===== config.mk =====
export PLATFORM = sky130hd
export DESIGN_NAME = edge_watchdog
export DESIGN_NICKNAME = d
export VERILOG_FILES = /design/src/rtl/wdt_pkg.sv /design/src/rtl/wdt_strobe_sync.sv /design/src/rtl/wdt_counter.sv /design/src/rtl/edge_watchdog.sv
export SDC_FILE = /design/constraint.sdc
export NUM_CORES = 1
export LEC_CHECK = 0
export CORE_AREA = 2 2 39 41
export DETAILED_ROUTE_END_ITERATION = 8
export DIE_AREA = 0 0 41 43
export DONT_BUFFER_PORTS = 1
export GPL_ROUTABILITY_DRIVEN = 0
export GPL_TIMING_DRIVEN = 0
export PLACE_DENSITY = 0.67
export RECOVER_POWER = 50
export SLEW_MARGIN = 20
export SYNTH_ARGS = -nofsm -noshare
export SYNTH_HDL_FRONTEND = slang
export SYNTH_SLANG_ARGS = --single-unit

===== constraint.sdc =====
create_clock -name clk_i -period 2.2 [get_ports clk_i]
set_clock_uncertainty 0.1 [all_clocks]
set_input_delay 0.22 -clock clk_i [delete_from_list [all_inputs] [get_ports clk_i]]
set_output_delay 0.22 -clock clk_i [all_outputs]
set_load 0.01 [all_outputs]

===== src/rtl/wdt_pkg.sv =====
package wdt_pkg;
  localparam int unsigned WDT_SYNC_MIN = 2;

  function automatic int unsigned wdt_cnt_width(int unsigned limit);
    return (limit < 2) ? 1 : $clog2(limit + 1);
  endfunction
endpackage


===== src/rtl/wdt_strobe_sync.sv =====
module wdt_strobe_sync #(
  parameter int unsigned STAGES = wdt_pkg::WDT_SYNC_MIN
) (
  input  logic clk_i,
  input  logic rst_ni,
  input  logic d_i,
  output logic edge_o
);
  logic [STAGES-1:0] sync_q;
  logic              last_q;

  always_ff @(posedge clk_i or negedge rst_ni) begin
    if (!rst_ni) begin
      sync_q <= '0;
      last_q <= 1'b0;
    end else begin
      sync_q <= {sync_q[STAGES-2:0], d_i};
      last_q <= sync_q[STAGES-1];
    end
  end

  // either polarity counts as activity
  assign edge_o = sync_q[STAGES-1] ^ last_q;
endmodule


===== src/rtl/wdt_counter.sv =====
module wdt_counter #(
  parameter int unsigned LIMIT = 1000
) (
  input  logic clk_i,
  input  logic rst_ni,
  input  logic clear_i,
  output logic expired_o
);
  localparam int unsigned CNT_W = wdt_pkg::wdt_cnt_width(LIMIT);
  localparam logic [CNT_W-1:0] LIMIT_V = CNT_W'(LIMIT);

  logic [CNT_W-1:0] cnt_q;
  logic             at_limit;

  assign at_limit = (cnt_q == LIMIT_V);

  always_ff @(posedge clk_i or negedge rst_ni) begin
    if (!rst_ni)        cnt_q <= '0;
    else if (clear_i)   cnt_q <= '0;   // edge wins over terminal count
    else if (!at_limit) cnt_q <= cnt_q + CNT_W'(1);
  end

  assign expired_o = at_limit;


  clear_on_edge_chk: assert property (@(posedge clk_i) disable iff (!rst_ni)
    clear_i |=> cnt_q == '0);

  saturate_hold_chk: assert property (@(posedge clk_i) disable iff (!rst_ni)
    (!clear_i && cnt_q == LIMIT_V) |=> cnt_q == LIMIT_V);

  no_overflow_chk: assert property (@(posedge clk_i) disable iff (!rst_ni)
    cnt_q <= LIMIT_V);

  step_one_chk: assert property (@(posedge clk_i) disable iff (!rst_ni)
    (!clear_i && cnt_q != LIMIT_V) |=> cnt_q == $past(cnt_q) + CNT_W'(1));
endmodule


===== src/rtl/edge_watchdog.sv =====
module edge_watchdog #(
  parameter int unsigned TIMEOUT_CYCLES = 1000,
  parameter int unsigned SYNC_STAGES    = 2
) (
  input  logic clk_i,
  input  logic rst_ni,
  input  logic strobe_i,
  input  logic supply_ok_i,
  output logic timeout_no
);
  logic strobe_edge;
  logic expired;

  wdt_strobe_sync #(.STAGES(SYNC_STAGES)) i_sync (
    .clk_i  (clk_i),
    .rst_ni (rst_ni),
    .d_i    (strobe_i),
    .edge_o (strobe_edge)
  );

  wdt_counter #(.LIMIT(TIMEOUT_CYCLES)) i_cnt (
    .clk_i     (clk_i),
    .rst_ni    (rst_ni),
    .clear_i   (strobe_edge),
    .expired_o (expired)
  );

  // undervoltage override, released without hold-off
  assign timeout_no = supply_ok_i & ~expired;


  flag_release_cause_chk: assert property (@(posedge clk_i) disable iff (!rst_ni)
    $rose(timeout_no) |-> ($past(strobe_edge) || !$past(supply_ok_i)));

  edge_beats_terminal_chk: assert property (@(posedge clk_i) disable iff (!rst_ni)
    strobe_edge |=> !expired);
endmodule


-- Word-level counts from Yosys, hierarchy flattened
Cells that the tools add are included.
- bits in registers: 13
- input port bits: 4
- output and inout bits: 1
- word-level logic and storage cells: 11
- $add $sub $neg: 1
- equal/unequal tests: 2
- mux-type cells: 2
- bitwise operators: 3
- operators with widths (operator ; count):
    $mux W10 ; 2
    $add A10 B1 Y10 const B ; 1
    $eq A10 B10 Y1 const B ; 1
    $ne A2 B1 Y1 const B ; 1
    $and A1 B1 Y1 ; 1
    $not A1 Y1 ; 1
    $xor A1 B1 Y1 ; 1

-- Logic depth before layout (Yosys ltp)
Gate-level depths: netlist of run 1.
- depth in word-level cells: 3
- depth in mapped cells: 5
- mapped depth without buffers: 5

-- Modules after synthesis
A second synthesis of run 1 with hierarchy kept.
- cell total of the unflattened synthesis: 61
- area, all modules: 651.9 µm²
- by module, submodules not included (module ; times used ; cells an instance ; area each (µm²) ; seq. area each (µm²)):
    wdt_counter ; 1 ; 56 ; 554.3 ; 250.2
    wdt_strobe_sync ; 1 ; 4 ; 83.8 ; 75.1
    edge_watchdog ; 1 ; 1 ; 13.8 ; 0.0

-- Worst setup path before layout of run 1
No wires, ideal clock.
- path type: reg2out
- start point: register i_cnt.cnt_q[0]
- end point: output port timeout_no
- arrival: 1145 ps
- data required time: 1880 ps
- slack: 735 ps
- stages on the path, launching flop included: 6
- path buffers: 0
- cell sequence: dfrtp_1 inv_1 ha_1 and4bb_2 nand3_1 and2_1
- longest elaborated chain between the ends: 3
- ends and longest elaborated chain (what ; line ; source):
    from (decl) ; wdt_counter.sv:12 ; logic [CNT_W-1:0] cnt_q;
    from (signal assigned) ; wdt_counter.sv:20 ; else if (!at_limit) cnt_q <= cnt_q + CNT_W'(1);
    $eq A10 B10 Y1 ; wdt_counter.sv:15 ; assign at_limit = (cnt_q == LIMIT_V);
    $not A1 Y1 ; edge_watchdog.sv:29 ; assign timeout_no = supply_ok_i & ~expired;
    $and A1 B1 Y1 ; edge_watchdog.sv:29 ;
    to (decl) ; edge_watchdog.sv:9 ; output logic timeout_no
Every way passes these cells.

-- Worst setup path in the final report of run 1
Ends and elaborated chain as after synthesis.

==> results of run 1 <==
area by class of cell:
type	count	area, um2	share of cell area
clock buffer	4	26.28	0.03743
inverter	2	7.507	0.01070
multi-input combinational	44	302.8	0.4314
sequential	13	325.3	0.4635
tap	16	20.02	0.02852
timing repair buffer	2	20.02	0.02852
cells by family after synthesis:
kind of cell,after synthesis
multiplexers,1
XOR/XNOR,4
flip-flops,13
adder cells (fa/ha/maj),2
AO/OA/AOI/OAI,13
buffers and inverters,2
AND/OR/NAND/NOR,24
metrics by stage:
stage                     hold slack (ns)  instance area [um2]
after floorplan                   -0.1756                635.6
after global placement            -0.1752                655.6
after detailed placement          -0.1753                655.6
after CTS                          0.2611                701.9
after global routing               0.2638                701.9
final                              0.2590                701.9
state kept, by name, summed over array words and instances (netlist names):
| signal | count |
|---|---|
| i_cnt.cnt_q | 10 |
| i_sync.sync_q | 2 |
| i_sync.last_q | 1 |
cells in the final DEF (no fill, tap or decap):
master,synthesis,final
a21o_1,1,1
a21oi_1,5,5
a311o_1,1,1
and2_1,1,1
and4_1,1,1
and4bb_2,1,1
clkbuf_1,0,1
clkbuf_4,0,3
dfrtp_1,13,13
dlygate4sd3_1,0,2
ha_1,2,2
inv_1,2,2
mux2i_1,1,1
nand2_1,7,7
nand3_1,3,3
nand3_4,1,1
nand4_1,1,1
nor2_1,2,2
nor3b_1,2,2
o21ai_0,3,3
o31ai_1,3,3
or3_2,2,2
or4_1,3,3
xnor2_1,1,1
xor2_1,3,3
routing by layer:
layer / global-route usage / routed length (um)
met5: 0 / 0
met4: 0.1000 / 38
met3: 0.03141 / 38
met2: 0.2563 / 528
met1: 0.2302 / 504
worst paths after layout:
kind	slack, ns	end	start	cells past startpoint
max in group asynchronous	1.34	i_cnt.cnt_q[9]	rst_ni	1
min reg2reg	0.26	i_sync.sync_q[1]	i_sync.sync_q[0]	0
min	0.26	i_sync.sync_q[1]	i_sync.sync_q[0]	0
min in group asynchronous	0.27	i_cnt.cnt_q[4]	rst_ni	1
max	0.32	timeout_no	i_cnt.cnt_q[0]	5
max reg2reg	0.62	i_cnt.cnt_q[2]	i_sync.sync_q[1]	3
power breakdown:
group          switching (uW)  internal (uW)  total, uW
registers                15.9            250        266
clock network            79.1           70.4        150
logic                    26.6           18.9       45.6
total                     122            340        461
critical path, stage by stage (launching register included):
cell and delay, ns:
dfrtp_1 0.44, inv_1 0.08, ha_1 0.14, and4bb_2 0.23, nand3_1 0.15, and2_1 0.23
==> impl_results.md, run 1 <==
- Status: complete, no violations
- Synth Cell Area: 635.6 um2
- Synth Area in Simple Gates: 0.2402
- Top-area cell type share of the netlist area: 0.5118
- Post-synthesis mux area share: 0.01575
- Total power: 461.2 uW
- Final Core Density: 0.5072
- First-pass GRT wire length: 2063 um
- Residual DRC count: 0
- # hold bufs at CTS: 2
- Most common cell in the synthesized netlist: dfrtp_1
- Worst Hold Class: flop to flop
- Post-CTS Repair Setup Buffers: 0
- Worst setup EP type: output pin
- I/O pin cnt: 5
- Max Clock Freq: 0.5329 GHz
- Proportion of layout cells with a drive suffix above 1: 0.1077
- CP Launch Type: flop
- Area leader, netlist: dfrtp_1
- Worst vdd ir: 379.2 uV
- Setup ws final: 0.3236 ns
- # H-tree levels: 1
- Vias in the first global route: 482
- # fillers: 125
- Pre-CTS setup slack: 0.6300 ns
- Worst Tran Pin Value: 0.7762 ns
- Max Cap Viol: 0
- Area of the die: 0.001763 mm2
- Final critical-path required period: 1.876 ns
- RSZ-0062 raised after global routing: false
- Total gr overflow: 0
- Synth Flop Type: dfrtp_1
- Synth Area in Adders: 0.03937
- DRT iter0 DRCs: 11
- Largest net degree at the start of global routing: 14
- Drt first pass iters: 4
- Final setup viols: 0
- Fraction of the yosys area taken by sequential cells: 0.5118
- Netlist cell types: 22
- Clock sinks: 13
- Number of synthesized flops with an enable pin: 0
- Post-Synth XOR/XNOR Area: 0.05512
- CTS tree: done
- Initial Utilization: 0.4593
- Die H: 43 um
- N_diodes: 0
- Die width: 41 um
- Crit-path max FO: 6
- Kind of critical path: flop to output pin
- Placed insts: 75
- Number of gates resized after CTS: 0
- LEAKAGE: 0.0002885 uW
- Synth cell count leaders: dfrtp_1 (13), nand2_1 (7), a21oi_1 (5)
- Core Rows: 14
- Largest family of logic cells by synthesized area: simple AND/OR/NAND/NOR gates
- Clk_lat worst skew: 0.28 ns
- Core area: 0.001384 mm2
- Average wire per standard cell: 13.70 um
- Synthesized net count: 65
- Initial antenna violation count: 0
- Total routed wirelength: 1110 um
- Syn Area/Cell: 10.77 um2
- Ranking of synthesized cells by area: dfrtp_1 (51%), nand2_1 (4.1%), xor2_1 (4.1%)
- Synth Area in Compound Gates: 0.1260
- Total track usage: 0.1742
- Vias: 467
- Final ANT Viol Nets: 0
- Asr flop ratio synth: 1.000
- Worst-path clk slew: 0.08 ns
- Critical Path AT: 1.56 ns
- Setup_tns: 0 ns
- Post-DP HPWL: 751.6 um
- Area delta synth->final: 10.43%
- Max-slew headroom: 0.4808
- Post-Syn Instances: 59
- Pwr dens: 657.1 mW/mm2
- Count of pins over their slew limit: 0
- Req. time, crit path: 1.88 ns
- CTS Buf Count: 3
- Yosys warns: 0
- Clock Tree Buf Depth: 2
- Flop and latch count out of synthesis: 13
- Mean number of vias per cell: 5.765
- Finished Layout Cells: 81
- Final Cycle Share: 0.8529
- Root Buffer: clkbuf_4
- Final hold vios: 0
- Nets: 72
- Port bufs: 0
No activity file was read; power rests on OpenSTA's default activity.
==> inputs of run 2 (changes only) <==
--- a/config.mk
+++ b/config.mk
@@ -5,15 +5,13 @@
 export SDC_FILE = /design/constraint.sdc
 export NUM_CORES = 1
 export LEC_CHECK = 0
-export CORE_AREA = 2 2 39 41
+export BUFFER_PORTS_ARGS = -buffer_cell sky130_fd_sc_hd__buf_4
+export CORE_UTILIZATION = 36
 export DETAILED_ROUTE_END_ITERATION = 8
-export DIE_AREA = 0 0 41 43
-export DONT_BUFFER_PORTS = 1
 export GPL_ROUTABILITY_DRIVEN = 0
 export GPL_TIMING_DRIVEN = 0
-export PLACE_DENSITY = 0.67
+export PLACE_DENSITY = 0.56
 export RECOVER_POWER = 50
-export SLEW_MARGIN = 20
 export SYNTH_ARGS = -nofsm -noshare
 export SYNTH_HDL_FRONTEND = slang
 export SYNTH_SLANG_ARGS = --single-unit
==> impl_results.md, run 2 (synthesis gave the netlist of run 1 again) <==
- Max-slew headroom: 0.4798 (was 0.4808)
- R2R Path End: i_cnt.cnt_q[2] (unchanged)
- Initial Utilization: 0.4032 (was 0.4593)
- Clock share of power: 0.316 (was 0.324)
- I/O pin cnt: 5 (unchanged)
- # fillers: 143 (was 125)
- Start point of the worst hold path: i_sync.sync_q[0] (unchanged)
- CP Cell Sequence: inv_1 > ha_1 > and4bb_2 > nand3_1 > and2_1 > buf_4 (was inv_1 > ha_1 > and4bb_2 > nand3_1 > and2_1)
- Vias: 474 (was 467)
- Core Rows: 14 (unchanged)
- CTS Buf Count: 3 (unchanged)
- Sw power: 121.1 uW (was 121.6 uW)
- Largest regs: i_cnt.cnt_q (10), i_sync.sync_q (2), i_sync.last_q (1) (unchanged)
- Most common cell after layout, fill and taps aside: dfrtp_1 (unchanged)
- Total track usage: 0.1381 (was 0.1742)
- Worst Hold Depth: 0 (unchanged)
- Slowest stage delay, CP: 0.44 ns (about the same)
- Total routed wirelength: 1074 um (was 1110 um)
- Kind of critical path: flop to output pin (unchanged)
- Final Cycle Share: 0.8935 (was 0.8529)
- Worst Hold Class: flop to flop (unchanged)
- Sequential Power Share: 0.576 (was 0.577)
- Combinational share of power: 0.108 (was 0.099)
- Post-DP HPWL: 744.5 um (was 751.6 um)
- Area occupied by registers: 325.3 um2 (unchanged)
- N_diodes: 0 (unchanged)
- # H-tree levels: 1 (unchanged)
- Worst-case reg-to-reg path depth: 3 (unchanged)
- Hold EP: i_sync.sync_q[1] (unchanged)
- Placed insts: 79 (was 75)
- Max Cap Viol: 0 (unchanged)
- Post-CTS Repair Setup Buffers: 0 (unchanged)
- Clock Tree Buf Depth: 2 (unchanged)
- Final setup viols: 0 (unchanged)
- Final ANT Viol Nets: 0 (unchanged)
- Final critical-path required period: 1.966 ns (was 1.876 ns)
- Pwr dens: 632.6 mW/mm2 (was 657.1 mW/mm2)
- LEAKAGE: 0.0003068 uW (was 0.0002885 uW)
- Mean number of vias per cell: 5.576 (was 5.765)
- Switching Fraction: 0.2623 (was 0.2637)
- Cell Int Power: 340.4 uW (was 339.6 uW)
- Initial antenna violation count: 0 (unchanged)
- Nets: 76 (was 72)
- Largest net degree at the start of global routing: 14 (unchanged)
- Residual DRC count: 0 (unchanged)
- Critical Path AT: 1.65 ns (was 1.56 ns)
- RSZ-0062 raised after global routing: false (unchanged)
- Finished Layout Cells: 85 (was 81)
- FF-to-FF setup slack: 0.62 ns (about the same)
- Core area: 0.001577 mm2 (was 0.001384 mm2)
- Die width: 44.02 um (was 41 um)
- Most frequent cells in the layout: dfrtp_1 (13), nand2_1 (7), a21oi_1 (5) (unchanged)
- Reg with most FFs: i_cnt.cnt_q (unchanged)
- Vias in the first global route: 409 (was 482)
- Root Buffer: clkbuf_4 (unchanged)
- CP max stage cell: dfrtp_1 (unchanged)
- Clk_lat worst skew: 0.28 ns (about the same)
- Setup_tns: 0 ns (unchanged)
- Worst setup EP type: output pin (unchanged)
- R2R Path Start: i_sync.sync_q[1] (unchanged)
- First-pass GRT wire length: 1842 um (was 2063 um)
- Area of the die: 0.001938 mm2 (was 0.001763 mm2)
- Total gr overflow: 0 (unchanged)
- Average wire per standard cell: 12.64 um (was 13.70 um)
- Total power: 461.4 uW (was 461.2 uW)
- CTS tree: done (unchanged)
- Clock sinks: 13 (unchanged)
- DRT iter0 DRCs: 8 (was 11)
- Max Clock Freq: 0.5087 GHz (was 0.5329 GHz)
- Port bufs: 4 (was 0)
- Area delta synth->final: 14.76% (was 10.43%)
- Final Core Density: 0.4627 (was 0.5072)
- Drt first pass iters: 4 (unchanged)
- Worst Tran Pin Value: 0.7777 ns (was 0.7762 ns)
- Worst-path clk slew: 0.08 ns (about the same)
- CP Launch Type: flop (unchanged)
- Proportion of layout cells with a drive suffix above 1: 0.1594 (was 0.1077)
- Area of the multi-input gates: 302.8 um2 (unchanged)
- Crit-path max FO: 6 (unchanged)
- Die H: 44.02 um (was 43 um)
- Req. time, crit path: 1.88 ns (about the same)
- Max FFs per register: 10 (unchanged)
- Count of pins over their slew limit: 0 (unchanged)
- Number of gates resized after CTS: 0 (unchanged)
- Status: complete, no violations (unchanged)
- Final hold vios: 0 (unchanged)
- Worst vdd ir: 310.8 uV (was 379.2 uV)
-- run 2: cell count changes in the layout (fill, tap and decap cells not counted), sizes merged --
cell	delta
clkinv	+1
buf	+3
-- run 2: final cells by class --
class,count,share of cell area
inverter,2,0.01029
multi-input combinational,44,0.4151
clock inverter,1,0.006861
clock buffer,3,0.03087
sequential,13,0.4460
tap,16,0.02744
timing repair buffer,6,0.06346
-- run 2: stage by stage --
step | area (um2) | worst slack, ns | hold slack (ns)
6_report | 729.5 | 0.2342 | 0.2571
5_1_grt | 729.5 | 0.1227 | 0.2722
4_1_cts | 733.2 | 0.2182 | 0.2172
3_5_place_dp | 685.7 | 0.5355 | -0.02374
3_3_place_gp | 685.7 | 0.5292 | -0.02538
2_1_floorplan | 635.6 | 0.7353 | -0.1756
-- run 2: power groups by stage --
stage,Combinational [uW],Sequential [uW],Clock [uW]
3_5_place_dp,49.7,271,0
5_1_grt,58.1,268,162
2_1_floorplan,31.2,267,0
3_3_place_gp,48.1,271,0
4_1_cts,52.5,266,154
6_report,49.7,266,146
-- run 2: critical path: cells and delay by family (launching register included) --
| family | cells | cell delay (ns) |
|---|---|---|
| adders and majority gates | 1 | 0.13 |
| and+or+nand+nor | 3 | 0.60 |
| DFF | 1 | 0.44 |
| buffers and inverters | 2 | 0.21 |
-- run 2: per-layer routing --
metal	GRT usage	wire, um	vias up
li1	-	-	238
met2	0.1941	501	8
met3	0.06122	46	2
met4	0.05455	17	0
met5	0	0	-
met1	0.1864	509	226
-- run 2: worst max path at each step --
stage	startpoint	endpoint	slack, ns	cells past startpoint
floorplan	i_cnt.cnt_q[0]	timeout_no	0.74	5
global route	i_cnt.cnt_q[0]	timeout_no	0.12	6
finish	i_cnt.cnt_q[0]	timeout_no	0.23	6
CTS	i_cnt.cnt_q[0]	timeout_no	0.22	6
detailed placement	i_cnt.cnt_q[0]	timeout_no	0.54	6
global placement	i_cnt.cnt_q[0]	timeout_no	0.53	6
-- run 2: what timing repair did --
item	in CTS	in global routing
endpoints found under the hold margin	14	0
setup endpoints to repair	0	0
hold buffers	2	0
==> inputs of run 3 (changes only) <==
--- a/config.mk
+++ b/config.mk
@@ -10,7 +10,7 @@
 export DETAILED_ROUTE_END_ITERATION = 8
 export GPL_ROUTABILITY_DRIVEN = 0
 export GPL_TIMING_DRIVEN = 0
-export PLACE_DENSITY = 0.56
+export PLACE_DENSITY = 0.58
 export RECOVER_POWER = 50
 export SYNTH_ARGS = -nofsm -noshare
 export SYNTH_HDL_FRONTEND = slang
==> impl_results.md, run 3 (synthesis gave the netlist of run 1 again) <==
- # hold bufs at CTS: 2 (unchanged)
- Core area: 0.001577 mm2 (unchanged)
- Die width: 44.02 um (unchanged)
- Worst Hold Depth: 0 (unchanged)
- # H-tree levels: 1 (unchanged)
- Final Cycle Share: 0.9056 (was 0.8935)
- First-pass GRT wire length: 2056 um (was 1842 um)
- DRT iter0 DRCs: 4 (was 8)
- Final hold vios: 0 (unchanged)
- Max-slew headroom: 0.4762 (was 0.4798)
- Initial Utilization: 0.4032 (unchanged)
- Clk_lat worst skew: 0.28 ns (about the same)
- LEAKAGE: 0.0003068 uW (unchanged)
- Area of the die: 0.001938 mm2 (unchanged)
- Nets: 76 (unchanged)
- Final setup viols: 0 (unchanged)
- Proportion of layout cells with a drive suffix above 1: 0.1594 (unchanged)
- Count of pins over their slew limit: 0 (unchanged)
- Placed insts: 79 (unchanged)
- Root Buffer: clkbuf_4 (unchanged)
- Area occupied by registers: 325.3 um2 (unchanged)
- Status: complete, no violations (unchanged)
- Clock Tree Buf Depth: 2 (unchanged)
- Area delta synth->final: 14.76% (unchanged)
- Worst Hold Class: flop to flop (unchanged)
- Mean number of vias per cell: 5.541 (was 5.576)
- Pwr dens: 635.3 mW/mm2 (was 632.6 mW/mm2)
- Setup_tns: 0 ns (unchanged)
- Max Cap Viol: 0 (unchanged)
- Worst setup EP type: output pin (unchanged)
- Total routed wirelength: 1096 um (was 1074 um)
- CP Launch Type: flop (unchanged)
- Worst vdd ir: 324.6 uV (was 310.8 uV)
- Worst-path clk slew: 0.08 ns (about the same)
- Port bufs: 4 (unchanged)
- CP delay by family, top: simple AND/OR/NAND/NOR gates (unchanged)
- Initial antenna violation count: 0 (unchanged)
- Average wire per standard cell: 12.89 um (was 12.64 um)
- CTS Buf Count: 3 (unchanged)
- Vias in the first global route: 506 (was 409)
- Final ANT Viol Nets: 0 (unchanged)
- Max Clock Freq: 0.5020 GHz (was 0.5087 GHz)
- Largest regs: i_cnt.cnt_q (10), i_sync.sync_q (2), i_sync.last_q (1) (unchanged)
- CTS tree: done (unchanged)
- Total track usage: 0.1467 (was 0.1381)
- Finished Layout Cells: 85 (unchanged)
- Crit-path max FO: 6 (unchanged)
- Most frequent cells in the layout: dfrtp_1 (13), nand2_1 (7), a21oi_1 (5) (unchanged)
- Clock sinks: 13 (unchanged)
- Drt first pass iters: 4 (unchanged)
- Core Rows: 14 (unchanged)
- Area of the multi-input gates: 302.8 um2 (unchanged)
- Most common cell after layout, fill and taps aside: dfrtp_1 (unchanged)
- Residual DRC count: 0 (unchanged)
- Number of gates resized after CTS: 0 (unchanged)
- Crit. path cell count: 6 (unchanged)
- Critical Path AT: 1.67 ns (was 1.65 ns)
- Post-CTS Repair Setup Buffers: 0 (unchanged)
- Total gr overflow: 0 (unchanged)
- Die H: 44.02 um (unchanged)
- Largest net degree at the start of global routing: 14 (unchanged)
- Slowest stage delay, CP: 0.44 ns (about the same)
- Worst Tran Pin Value: 0.7831 ns (was 0.7777 ns)
- N_diodes: 0 (unchanged)
- Final critical-path required period: 1.992 ns (was 1.966 ns)
- # fillers: 156 (was 143)
- RSZ-0062 raised after global routing: false (unchanged)
- Max FFs per register: 10 (unchanged)
- CP max stage cell: dfrtp_1 (unchanged)
- Worst-case reg-to-reg path depth: 3 (unchanged)
- Kind of critical path: flop to output pin (unchanged)
- CP Cell Sequence: inv_1 > ha_1 > and4bb_2 > nand3_1 > and2_1 > buf_4 (unchanged)
- Reg with most FFs: i_cnt.cnt_q (unchanged)
- I/O pin cnt: 5 (unchanged)
- Req. time, crit path: 1.88 ns (about the same)
- Buf+Inv Stages, Crit Path: 2 (unchanged)
- Vias: 471 (was 474)
[run 3: cell counts in the layout (fill, tap and decap cells not counted)]
Identical to the previous run, type by type.
[run 3: final cells by class]
type,count,area share
clock buffers,3,0.03087
flip-flops and latches,13,0.4460
repair buffers,6,0.06346
inverters,2,0.01029
multi-input cells,44,0.4151
clock inverters,1,0.006861
well taps,16,0.02744
[run 3: final timing paths]
kind                                  startpoint          endpoint  slack (ns)
min in group asynchronous                 rst_ni    i_cnt.cnt_q[7]        0.39
worst max register to register  i_sync.sync_q[1]    i_cnt.cnt_q[2]        0.61
worst min register to register  i_sync.sync_q[0]  i_sync.sync_q[1]        0.26
worst max-delay path              i_cnt.cnt_q[0]        timeout_no        0.21
worst min-delay path            i_sync.sync_q[0]  i_sync.sync_q[1]        0.26
max in group asynchronous                 rst_ni    i_cnt.cnt_q[3]        1.17
[run 3: power breakdown]
part           internal [uW]  switching, uW
Combinational           22.8           27.3
Sequential               250           15.8
Clock                   67.5           79.7
Total                    341            123
[run 3: stage by stage]
stage	total power (uW)	cell area [um2]	util	hold slack, ns	worst slack, ns
2_1_floorplan	298.5	635.6	-	-0.1756	0.7353
3_3_place_gp	319.5	685.7	0.4349	-0.02546	0.5308
3_5_place_dp	320.2	685.7	0.4349	-0.02566	0.5286
4_1_cts	472.0	733.2	0.4651	0.2084	0.1889
5_1_grt	493.0	729.5	0.4627	0.2655	0.05419
6_report	463.4	729.5	0.4627	0.2572	0.2078
[run 3: per-layer routing]
metal  share of wire  global-route usage  vias up
met4           0.010             0.05455        0
met3           0.041             0.06122        2
met1            0.48              0.1680      227
met5               0                   0        -
met2            0.46              0.2441        6
li1                -                   -      236
